[src/rtl/dma4_pkg.sv]
package dma4_pkg;

  typedef enum logic [2:0] {
    ST_IDLE = 3'd0,
    ST_WAIT = 3'd1,
    ST_ARB  = 3'd2,
    ST_ADDR = 3'd3,
    ST_STRB = 3'd4
  } dma_st_e;

  localparam logic [1:0] XK_VERIFY = 2'b00;
  localparam logic [1:0] XK_WRITE  = 2'b01;
  localparam logic [1:0] XK_READ   = 2'b10;

endpackage

[src/rtl/dma4_regs.sv]
module dma4_regs #(
  parameter int NCH = 4,
  parameter int AW  = 16,
  parameter int CW  = 14,
  parameter int DW  = 8,
  parameter int RAW = 4,
  parameter int CHW = 2
) (
  input  logic                     clk,
  input  logic                     rst_n,
  input  logic                     wr_i,
  input  logic [RAW-1:0]           waddr_i,
  input  logic [DW-1:0]            wdata_i,
  input  logic                     lock_i,
  input  logic                     upd_i,
  input  logic [CHW-1:0]           upd_ch_i,
  output logic [NCH-1:0][AW-1:0]   addr_o,
  output logic [NCH-1:0][CW-1:0]   cnt_o,
  output logic [NCH-1:0][1:0]      typ_o,
  output logic [NCH-1:0]           en_o
);

  localparam int WW = 2 * DW;

  logic           wr_ok;
  logic           sel_mode;
  logic           sel_chan;
  logic           ff_q, ff_d;
  logic [NCH-1:0] en_q, en_d;

  assign wr_ok    = wr_i && !lock_i;
  assign sel_mode = (waddr_i == RAW'(2 * NCH));
  assign sel_chan = (waddr_i < RAW'(2 * NCH));

  for (genvar k = 0; k < NCH; k++) begin : g_ch
    logic          hit_a, hit_c, step;
    logic [AW-1:0] a_q, a_d;
    logic [WW-1:0] w_q, w_d;
    logic          a_ld, w_ld;

    assign hit_a = wr_ok && (waddr_i == RAW'(2 * k));
    assign hit_c = wr_ok && (waddr_i == RAW'(2 * k + 1));
    assign step  = upd_i && (upd_ch_i == CHW'(k));
    assign a_ld  = hit_a || step;
    assign w_ld  = hit_c || step;

    always_comb begin
      a_d = a_q;
      if (hit_a) begin
        if (ff_q) a_d[WW-1:DW] = wdata_i;
        else      a_d[DW-1:0]  = wdata_i;
      end else if (step) begin
        a_d = a_q + 1'b1;
      end
    end

    always_comb begin
      w_d = w_q;
      if (hit_c) begin
        if (ff_q) w_d[WW-1:DW] = wdata_i;
        else      w_d[DW-1:0]  = wdata_i;
      end else if (step) begin
        w_d = {w_q[WW-1:CW], w_q[CW-1:0] - 1'b1};
      end
    end

    always_ff @(posedge clk or negedge rst_n) begin
      if (!rst_n) begin
        a_q <= '0;
      end else if (a_ld) begin
        a_q <= a_d;
      end
    end

    always_ff @(posedge clk or negedge rst_n) begin
      if (!rst_n) begin
        w_q <= '0;
      end else if (w_ld) begin
        w_q <= w_d;
      end
    end

    assign addr_o[k] = a_q;
    assign cnt_o[k]  = w_q[CW-1:0];
    assign typ_o[k]  = w_q[WW-1:WW-2];
  end

  always_comb begin
    ff_d = ff_q;
    if (wr_ok) begin
      if (sel_mode)      ff_d = 1'b0;
      else if (sel_chan) ff_d = !ff_q;
    end
  end

  always_comb begin
    en_d = en_q;
    if (wr_ok && sel_mode) en_d = wdata_i[NCH-1:0];
    if (upd_i && (cnt_o[upd_ch_i] == '0)) en_d[upd_ch_i] = 1'b0;
  end

  always_ff @(posedge clk or negedge rst_n) begin
    if (!rst_n) begin
      ff_q <= 1'b0;
      en_q <= '0;
    end else begin
      ff_q <= ff_d;
      en_q <= en_d;
    end
  end

  assign en_o = en_q;

  AST_TC_DISABLES: assert property (@(posedge clk) disable iff (!rst_n)
    (upd_i && (cnt_o[upd_ch_i] == '0)) |=> !en_q[$past(upd_ch_i)]);

  AST_LOCK_HOLDS: assert property (@(posedge clk) disable iff (!rst_n)
    (lock_i && !upd_i) |=> ($stable(addr_o) && $stable(cnt_o) && $stable(typ_o) && $stable(ff_q)));

endmodule

[src/rtl/dma4_arb.sv]
module dma4_arb #(
  parameter int NCH = 4,
  parameter int CHW = 2
) (
  input  logic [NCH-1:0] req_i,
  output logic [NCH-1:0] gnt_o,
  output logic [CHW-1:0] idx_o,
  output logic           any_o
);

  always_comb begin
    gnt_o = '0;
    idx_o = '0;
    for (int k = NCH - 1; k >= 0; k--) begin
      if (req_i[k]) begin
        gnt_o    = '0;
        gnt_o[k] = 1'b1;
        idx_o    = CHW'(k);
      end
    end
  end

  assign any_o = |req_i;

endmodule

[src/rtl/dma4_xfer.sv]
module dma4_xfer
  import dma4_pkg::*;
#(
  parameter int NCH      = 4,
  parameter int AW       = 16,
  parameter int CW       = 14,
  parameter int CHW      = 2,
  parameter int MARK_INT = 128
) (
  input  logic                   clk,
  input  logic                   rst_n,
  input  logic                   pend_i,
  input  logic [CHW-1:0]         win_i,
  input  logic                   hack_i,
  input  logic                   rdy_i,
  input  logic [NCH-1:0][AW-1:0] addr_i,
  input  logic [NCH-1:0][CW-1:0] cnt_i,
  input  logic [NCH-1:0][1:0]    typ_i,
  output logic                   hreq_o,
  output logic                   aen_o,
  output logic                   adstb_o,
  output logic [AW-1:0]          addr_o,
  output logic [NCH-1:0]         dack_n_o,
  output logic                   memr_n_o,
  output logic                   memw_n_o,
  output logic                   ior_n_o,
  output logic                   iow_n_o,
  output logic                   tc_o,
  output logic                   mark_o,
  output logic                   upd_o,
  output logic [CHW-1:0]         upd_ch_o
);

  localparam int MW = (MARK_INT > 1) ? $clog2(MARK_INT) : 1;
  localparam logic [MW-1:0] MLAST = MW'(MARK_INT - 1);

  dma_st_e        st_q, st_d;
  logic [CHW-1:0] ch_q, ch_d;
  logic [MW-1:0]  mcnt_q, mcnt_d;
  logic           act, strb;
  logic [1:0]     kind;

  always_comb begin
    st_d = st_q;
    ch_d = ch_q;
    unique case (st_q)
      ST_IDLE: if (pend_i) st_d = ST_WAIT;
      ST_WAIT: if (hack_i) st_d = ST_ARB;
      ST_ARB: begin
        if (pend_i) begin
          st_d = ST_ADDR;
          ch_d = win_i;
        end else begin
          st_d = ST_IDLE;
        end
      end
      ST_ADDR: st_d = ST_STRB;
      ST_STRB: if (rdy_i) st_d = ST_ARB;
      default: st_d = ST_IDLE;
    endcase
  end

  assign upd_o    = (st_q == ST_STRB) && rdy_i;
  assign upd_ch_o = ch_q;

  always_comb begin
    mcnt_d = mcnt_q;
    if (upd_o) mcnt_d = (mcnt_q == MLAST) ? '0 : mcnt_q + 1'b1;
  end

  always_ff @(posedge clk or negedge rst_n) begin
    if (!rst_n) begin
      st_q <= ST_IDLE;
      ch_q <= '0;
    end else begin
      st_q <= st_d;
      ch_q <= ch_d;
    end
  end

  always_ff @(posedge clk or negedge rst_n) begin
    if (!rst_n) begin
      mcnt_q <= '0;
    end else if (upd_o) begin
      mcnt_q <= mcnt_d;
    end
  end

  assign act  = (st_q == ST_ADDR) || (st_q == ST_STRB);
  assign strb = (st_q == ST_STRB);
  assign kind = typ_i[ch_q];

  assign hreq_o   = (st_q != ST_IDLE);
  assign aen_o    = act;
  assign adstb_o  = (st_q == ST_ADDR);
  assign addr_o   = act ? addr_i[ch_q] : '0;
  assign memr_n_o = !(strb && (kind == XK_READ));
  assign iow_n_o  = !(strb && (kind == XK_READ));
  assign ior_n_o  = !(strb && (kind == XK_WRITE));
  assign memw_n_o = !(strb && (kind == XK_WRITE));
  assign tc_o     = strb && (cnt_i[ch_q] == '0);
  assign mark_o   = strb && (mcnt_q == MLAST);

  always_comb begin
    dack_n_o = '1;
    if (act) dack_n_o[ch_q] = 1'b0;
  end

  AST_BUS_AFTER_HOLD: assert property (@(posedge clk) disable iff (!rst_n)
    $rose(hreq_o) |=> !aen_o);

  AST_READ_PAIR: assert property (@(posedge clk) disable iff (!rst_n)
    !memr_n_o |-> (!iow_n_o && memw_n_o && ior_n_o));

  AST_WRITE_PAIR: assert property (@(posedge clk) disable iff (!rst_n)
    !memw_n_o |-> (!ior_n_o && memr_n_o && iow_n_o));

  AST_WAIT_FREEZE: assert property (@(posedge clk) disable iff (!rst_n)
    (strb && !rdy_i) |=> (strb && $stable(addr_o) && $stable(memr_n_o) && $stable(memw_n_o)));

  AST_MARK_IN_XFER: assert property (@(posedge clk) disable iff (!rst_n)
    mark_o |-> (aen_o && !adstb_o));

  AST_TC_IN_XFER: assert property (@(posedge clk) disable iff (!rst_n)
    tc_o |-> (dack_n_o != '1));

endmodule

[src/rtl/dma4_ctrl.sv]
module dma4_ctrl
  import dma4_pkg::*;
#(
  parameter int NCH      = 4,
  parameter int AW       = 16,
  parameter int CW       = 14,
  parameter int DW       = 8,
  parameter int MARK_INT = 128,
  localparam int RAW     = $clog2(2 * NCH + 1),
  localparam int CHW     = (NCH > 1) ? $clog2(NCH) : 1
) (
  input  logic           clk,
  input  logic           rst_n,
  input  logic           reg_wr,
  input  logic [RAW-1:0] reg_addr,
  input  logic [DW-1:0]  reg_wdata,
  input  logic [NCH-1:0] dreq,
  input  logic           hold_ack,
  input  logic           ready,
  output logic           hold_req,
  output logic [NCH-1:0] dack_n,
  output logic           bus_en,
  output logic           addr_stb,
  output logic [AW-1:0]  bus_addr,
  output logic           mem_rd_n,
  output logic           mem_wr_n,
  output logic           io_rd_n,
  output logic           io_wr_n,
  output logic           term_cnt,
  output logic           mark_pulse
);

  logic [1:0]             rsync_q;
  logic                   rst_n_s;
  logic [NCH-1:0][AW-1:0] ch_addr;
  logic [NCH-1:0][CW-1:0] ch_cnt;
  logic [NCH-1:0][1:0]    ch_typ;
  logic [NCH-1:0]         ch_en;
  logic [NCH-1:0]         pend_vec;
  logic [NCH-1:0]         gnt;
  logic [CHW-1:0]         win;
  logic                   pend_any;
  logic                   upd;
  logic [CHW-1:0]         upd_ch;

  always_ff @(posedge clk or negedge rst_n) begin
    if (!rst_n) rsync_q <= '0;
    else        rsync_q <= {rsync_q[0], 1'b1};
  end
  assign rst_n_s = rsync_q[1];

  dma4_regs #(
    .NCH(NCH), .AW(AW), .CW(CW), .DW(DW), .RAW(RAW), .CHW(CHW)
  ) u_regs (
    .clk      (clk),
    .rst_n    (rst_n_s),
    .wr_i     (reg_wr),
    .waddr_i  (reg_addr),
    .wdata_i  (reg_wdata),
    .lock_i   (hold_req),
    .upd_i    (upd),
    .upd_ch_i (upd_ch),
    .addr_o   (ch_addr),
    .cnt_o    (ch_cnt),
    .typ_o    (ch_typ),
    .en_o     (ch_en)
  );

  assign pend_vec = dreq & ch_en;

  dma4_arb #(.NCH(NCH), .CHW(CHW)) u_arb (
    .req_i (pend_vec),
    .gnt_o (gnt),
    .idx_o (win),
    .any_o (pend_any)
  );

  dma4_xfer #(
    .NCH(NCH), .AW(AW), .CW(CW), .CHW(CHW), .MARK_INT(MARK_INT)
  ) u_xfer (
    .clk      (clk),
    .rst_n    (rst_n_s),
    .pend_i   (pend_any),
    .win_i    (win),
    .hack_i   (hold_ack),
    .rdy_i    (ready),
    .addr_i   (ch_addr),
    .cnt_i    (ch_cnt),
    .typ_i    (ch_typ),
    .hreq_o   (hold_req),
    .aen_o    (bus_en),
    .adstb_o  (addr_stb),
    .addr_o   (bus_addr),
    .dack_n_o (dack_n),
    .memr_n_o (mem_rd_n),
    .memw_n_o (mem_wr_n),
    .ior_n_o  (io_rd_n),
    .iow_n_o  (io_wr_n),
    .tc_o     (term_cnt),
    .mark_o   (mark_pulse),
    .upd_o    (upd),
    .upd_ch_o (upd_ch)
  );

  AST_DACK_ONEHOT: assert property (@(posedge clk) disable iff (!rst_n_s)
    $onehot0(~dack_n));

  AST_DACK_NEEDS_HOLD: assert property (@(posedge clk) disable iff (!rst_n_s)
    (dack_n != '1) |-> hold_req);

  AST_GNT_PRIO: assert property (@(posedge clk) disable iff (!rst_n_s)
    (gnt != '0) |-> ($onehot0(gnt) && ((gnt & ~pend_vec) == '0) && (((gnt - 1'b1) & pend_vec) == '0)));

endmodule

[config.mk]
export PLATFORM = sky130hd
export DESIGN_NAME = dma4_ctrl
export DESIGN_NICKNAME = d
export VERILOG_FILES = /design/src/rtl/dma4_pkg.sv /design/src/rtl/dma4_regs.sv /design/src/rtl/dma4_arb.sv /design/src/rtl/dma4_xfer.sv /design/src/rtl/dma4_ctrl.sv
export SDC_FILE = /design/constraint.sdc
export NUM_CORES = 1
export LEC_CHECK = 0
export BUFFER_PORTS_ARGS = -buffer_cell sky130_fd_sc_hd__buf_4
export CELL_PAD_IN_SITES_DETAIL_PLACEMENT = 1
export CELL_PAD_IN_SITES_GLOBAL_PLACEMENT = 2
export CORE_MARGIN = 2
export CORE_UTILIZATION = 42
export CTS_CLUSTER_DIAMETER = 200
export DETAILED_ROUTE_END_ITERATION = 12
export PLACE_DENSITY = 0.91
export SLEW_MARGIN = 20
export SYNTH_ARGS = -nofsm -noshare
export SYNTH_HDL_FRONTEND = slang
export SYNTH_SLANG_ARGS = --single-unit
[constraint.sdc]
create_clock -name clk -period 7.2 [get_ports clk]
set_clock_uncertainty 0.1 [all_clocks]
set_input_delay 1.44 -clock clk [delete_from_list [all_inputs] [get_ports clk]]
set_output_delay 1.44 -clock clk [all_outputs]
set_load 0.01 [all_outputs]
After elaboration in Yosys (flattened, before gate mapping) --
Index checks and enable logic that the tools add are counted.
Operators by class: add/subtract/negate cells 9, magnitude comparators 3, equal/unequal tests 37, muxes and demuxes 42, bitwise gates (word level) 3, reduce and logical (&&, ||, !) cells 72
Operators with widths (count):
- 2-to-1 mux 16 bit | 14
- 2-to-1 mux 14 bit | 5
- adder 16 x 1 -> 16 bit (second input constant) | 4
- AND reduction 3 bit | 21
- subtractor 14 x 1 -> 14 bit (second input constant) | 4
- binary-select mux 16 bit (select 2 bit) | 1
- binary-select mux 14 bit (select 2 bit) | 1
- != test 2 bit (second input constant) | 11
- logical AND 1 bit | 21
- nonzero test 2 bit | 9
- equality test 4 x 3 -> 1 bit (second input constant) | 4
- 2-to-1 mux 8 bit | 2
- != test 2 x 1 -> 1 bit (second input constant) | 8
- one-hot mux 3 bit (5 select lines) | 1
- zero test 14 bit | 1
- 2-to-1 mux 2 bit | 6
- 2-to-1 mux 4 bit | 3
- logical OR 1 bit | 9
- 2-to-1 mux 3 bit | 3
- AND 4 bit | 2
- equality test 4 x 2 -> 1 bit (second input constant) | 2
- adder 7 x 1 -> 7 bit (second input constant) | 1
- equality test 7 bit (second input constant) | 1
- 2-to-1 mux 7 bit | 1
- 21 further kinds | 31
Storage, ports and cells: bits in registers 147, output and inout port bits 29

Longest topological paths before layout --
word-level depth 7, depth in mapped cells 9, depth with buffers taken out 7

Modules after synthesis --
A second synthesis with hierarchy kept.
Second synthesis, totals: cells, all modules 1080, area, all modules 9288.9 µm²
Modules (own cells, without submodules):
- dma4_regs | times used 1, cells an instance 930, area each 7796.2 µm², sequential area each 3328.2 µm²
- dma4_xfer | times used 1, cells an instance 133, area each 1355.0 µm², sequential area each 300.3 µm²
- dma4_ctrl | times used 1, cells an instance 7, area each 78.8 µm², sequential area each 50.0 µm²
- dma4_arb | times used 1, cells an instance 10, area each 58.8 µm², sequential area each 0.0 µm²

Worst setup path before layout --
OpenSTA, ideal clock, no wires.
kind register -> output, from reg u_regs.g_ch[2].w_q[4], to out term_cnt, arrival time 2.122 ns, required time 5.660 ns, setup slack 3.538 ns, stages on the path, launching flop included 6, cells stage by stage dfrtp_1 > or4_4 > or3_4 > nor3b_1 > o2bb2ai_1 > a2111oi_2
On the way: cells in the longest elaborated chain, start to end 4
RTL lines:
- from (decl) | line dma4_regs.sv:38 | logic [WW-1:0] w_q, w_d;
- from (signal assigned) | line dma4_regs.sv:79 | w_q <= w_d;
- binary-select mux 14 bit (select 2 bit) | line dma4_xfer.sv:101 | assign tc_o = strb && (cnt_i[ch_q] == '0);
- 2-to-1 mux 14 bit (not written as such) | line dma4_xfer.sv:101
- zero test 14 bit | line dma4_xfer.sv:101
- logical AND 1 bit | line dma4_xfer.sv:101
- to (decl) | line dma4_ctrl.sv:29 | output logic term_cnt,
No other way between the ends. The select of a mux whose other input is x is not followed.

Final worst setup path --
from reg u_regs.g_ch[2].w_q[0], to out term_cnt
Same word-level chain as after synthesis.

==> results.ini <==
[critical_path]
worst_setup_path_end_kind=output port
path_max_fanout=4
start_kind=flip-flop
path_class=flip-flop to output port
cp.required_ns=5.66
cp.arrival_ns=2.87

[logic_synthesis]
synth_top_area_cell=dfrtp_1
syn-mean-instance-area_um2=8.65
synthFlopType=dfrtp_1
synth.distinct_cells=82
synth_edf_count=0
async_reset_ff_frac=1.00
synth_seq_area_share=0.396
synth_area_leaders=dfrtp_1 40%, a21oi_1 5.4%, nand2_1 5.4%, mux4_2 4.4%, o21ai_0 3.8%
synth_commonest_cells=147 x dfrtp_1, 133 x nand2_1, 101 x a21oi_1
syn_nets=1102
synth-seq-cells=147
synth_top_area_frac=0.396
yosys_warnings=0
syn_inst=1072
netlist_area_um2=9280
yosysMostFrequentCell=dfrtp_1

[finish]
num-nets-final=1116
syn_to_final_growth_pct=11.3
fillers=2550
n_antenna_cell=0
drive_gt1_frac=0.127

[cts]
numCtsBuffers=17
clock_sinks=147
h-tree-depth=4
cts_hold_buf=0
clock_path_buffers=2
clkTransAtPathRegs_ns=0.07
clock_latency_ns=0.44
cts_setup_buffers=0
root_buffer=clkbuf_16
cts_resized=0
cts_tree=done

[sta]
setup_viol=0
period_share=0.612
hold_ws_ns=0.0700
period_needed_ns=4.41
drv_slew=0
rsz0062_at_grt=no
fmax_mhz=227
tns_ns=0
finalHoldViolCount=0
max_slew_margin=0.260
tightest_slew_ns=1.11

[route]
vias_per_cell=6.50
wl_per_cell_um=23.6
drt_iter0_markers=780
drtAntennaViolNets=0
drc=0
firstDrtPassIters=5
vias=8964
wl_mm=32.5

[global_routing]
grt_pass1_wl_mm=52.4
grt_max_degree=69
grt_pass1_vias=9248
antenna_found_initial=0
overflow=0
grt_usage=0.284

[status]
status=complete, no violations

[worst_hold_path]
hp-class=flip-flop to asynchronous set/reset pin

[placement]
port_buffers=49
dp_hpwl_mm=22.1
globalplace.congestion=0.847

[die]
die_w_um=153
core_um2=21800
initial_core_util=0.426
ios=50
row_count=54
die_area_um2=23300
die_h_um=153

[pwr]
peakVddDrop_v=0.000145
seqPwrFrac=0.430
cellLeakagePower_nw=4.18
combinationalPowerShare=0.315
p_per_area_nw_per_um2=329
netSwitchingPower_w=0.00137
clockPowerShare=0.255
p_sw_frac=0.404
intPower_w=0.00202

[job]
cap_violations=0

power by group through the flow:
stage	registers, W	logic, W	clock network [W]
CTS	0.00144	0.00107	0.000870
global placement	0.00144	0.00103	0
detailed placement	0.00145	0.00107	0
global route	0.00150	0.00119	0.000904
finish	0.00146	0.00107	0.000865
floorplan	0.00129	0.000834	0
cells by family (layout without fill, tap and decap cells):
logic type      Yosys count  after routing  share of synthesized area
buf+inv                  88            115                     0.0415
mux                      30             30                     0.0577
other cells               1              1                   0.000404
simple gates            450            450                      0.250
flops                   147            147                      0.396
xor+xnor                  3              3                    0.00283
fa+ha+maj                 9              9                     0.0121
compound gates          344            344                      0.239
cells in the final DEF, fill, tap and decap left out, drive strengths merged, types with 19 or more instances in the layout:
| cell type | synthesis | layout |
|---|---|---|
| dfrtp | 147 | 147 |
| nand2 | 133 | 133 |
| a21oi | 101 | 101 |
| nor2 | 88 | 88 |
| o21ai | 74 | 74 |
| buf | 19 | 57 |
| nand3 | 56 | 56 |
| nor3 | 41 | 41 |
| o22ai | 29 | 29 |
| inv | 26 | 26 |
| and2 | 24 | 24 |
| clkbuf | 43 | 19 |
worst max-delay path, cell delays in order, from the launching register on:
cell,delay (ns)
dfrtp_1,0.41
or4_1,0.62
or3_4,0.38
nor3b_1,0.33
o2bb2ai_1,0.17
a2111oi_2,0.33
buf_4,0.19
layout make-up:
type / count / area, µm² / share of cell area
Clock buffer: 19 / 433 / 0.0419
Inverter: 26 / 97.6 / 0.00945
Sequential cell: 147 / 3680 / 0.357
Clock inverter: 13 / 114 / 0.0110
Tap cell: 280 / 350 / 0.0339
Multi-Input combinational cell: 837 / 5220 / 0.506
Timing Repair Buffer: 57 / 428 / 0.0414
stage by stage:
stage / util / cells / cell area, µm² / setup WS (ns) / total power [W]
global placement: 0.449 / 1347 / 9780 / 2.69 / 0.00247
detailed placement: 0.449 / 1347 / 9780 / 2.56 / 0.00252
floorplan: - / 1072 / 9280 / 2.70 / 0.00212
global route: 0.475 / 1379 / 10300 / 2.59 / 0.00360
finish: 0.475 / 1379 / 10300 / 2.79 / 0.00339
CTS: 0.475 / 1379 / 10300 / 2.80 / 0.00339
flip-flops by register name, summed over array words and instances (netlist names):
signal and cells:
rsync_q 2, u_regs.en_o 4, u_xfer.st_q 3, u_regs.g_ch.w_q 64, u_regs.ff_q 1, u_regs.g_ch.a_q 64
u_xfer.mcnt_q 7, u_xfer.upd_ch_o 2
layer usage:
metal / track usage / up-vias / wire (µm)
li1: - / 4080 / -
met1: 0.395 / 4564 / 14700
met2: 0.456 / 266 / 15200
met3: 0.0455 / 54 / 1900
met4: 0.0922 / 0 / 737
met5: 0 / - / 0
final timing paths:
kind | start | to | slack (ns) | cells after the start
worst max-delay path | u_regs.g_ch[2].w_q[0]$_DFFE_PN0P_ | term_cnt | 2.79 | 6
worst min-delay path | rsync_q[1]$_DFF_PN0_ | u_regs.g_ch[1].w_q[2]$_DFFE_PN0P_ | 0.07 | 0
worst max register to register | u_xfer.st_q[2]$_DFFE_PN0P_ | u_regs.g_ch[2].a_q[3]$_DFFE_PN0P_ | 3.38 | 5
worst min register to register | rsync_q[1]$_DFF_PN0_ | u_regs.g_ch[1].w_q[2]$_DFFE_PN0P_ | 0.07 | 0
max in group asynchronous | rsync_q[1]$_DFF_PN0_ | u_regs.g_ch[3].a_q[7]$_DFFE_PN0P_ | 5.72 | 1
min in group clk | rsync_q[0]$_DFF_PN0_ | rsync_q[1]$_DFF_PN0_ | 0.25 | 0
Power figures use the tool's default switching activity.
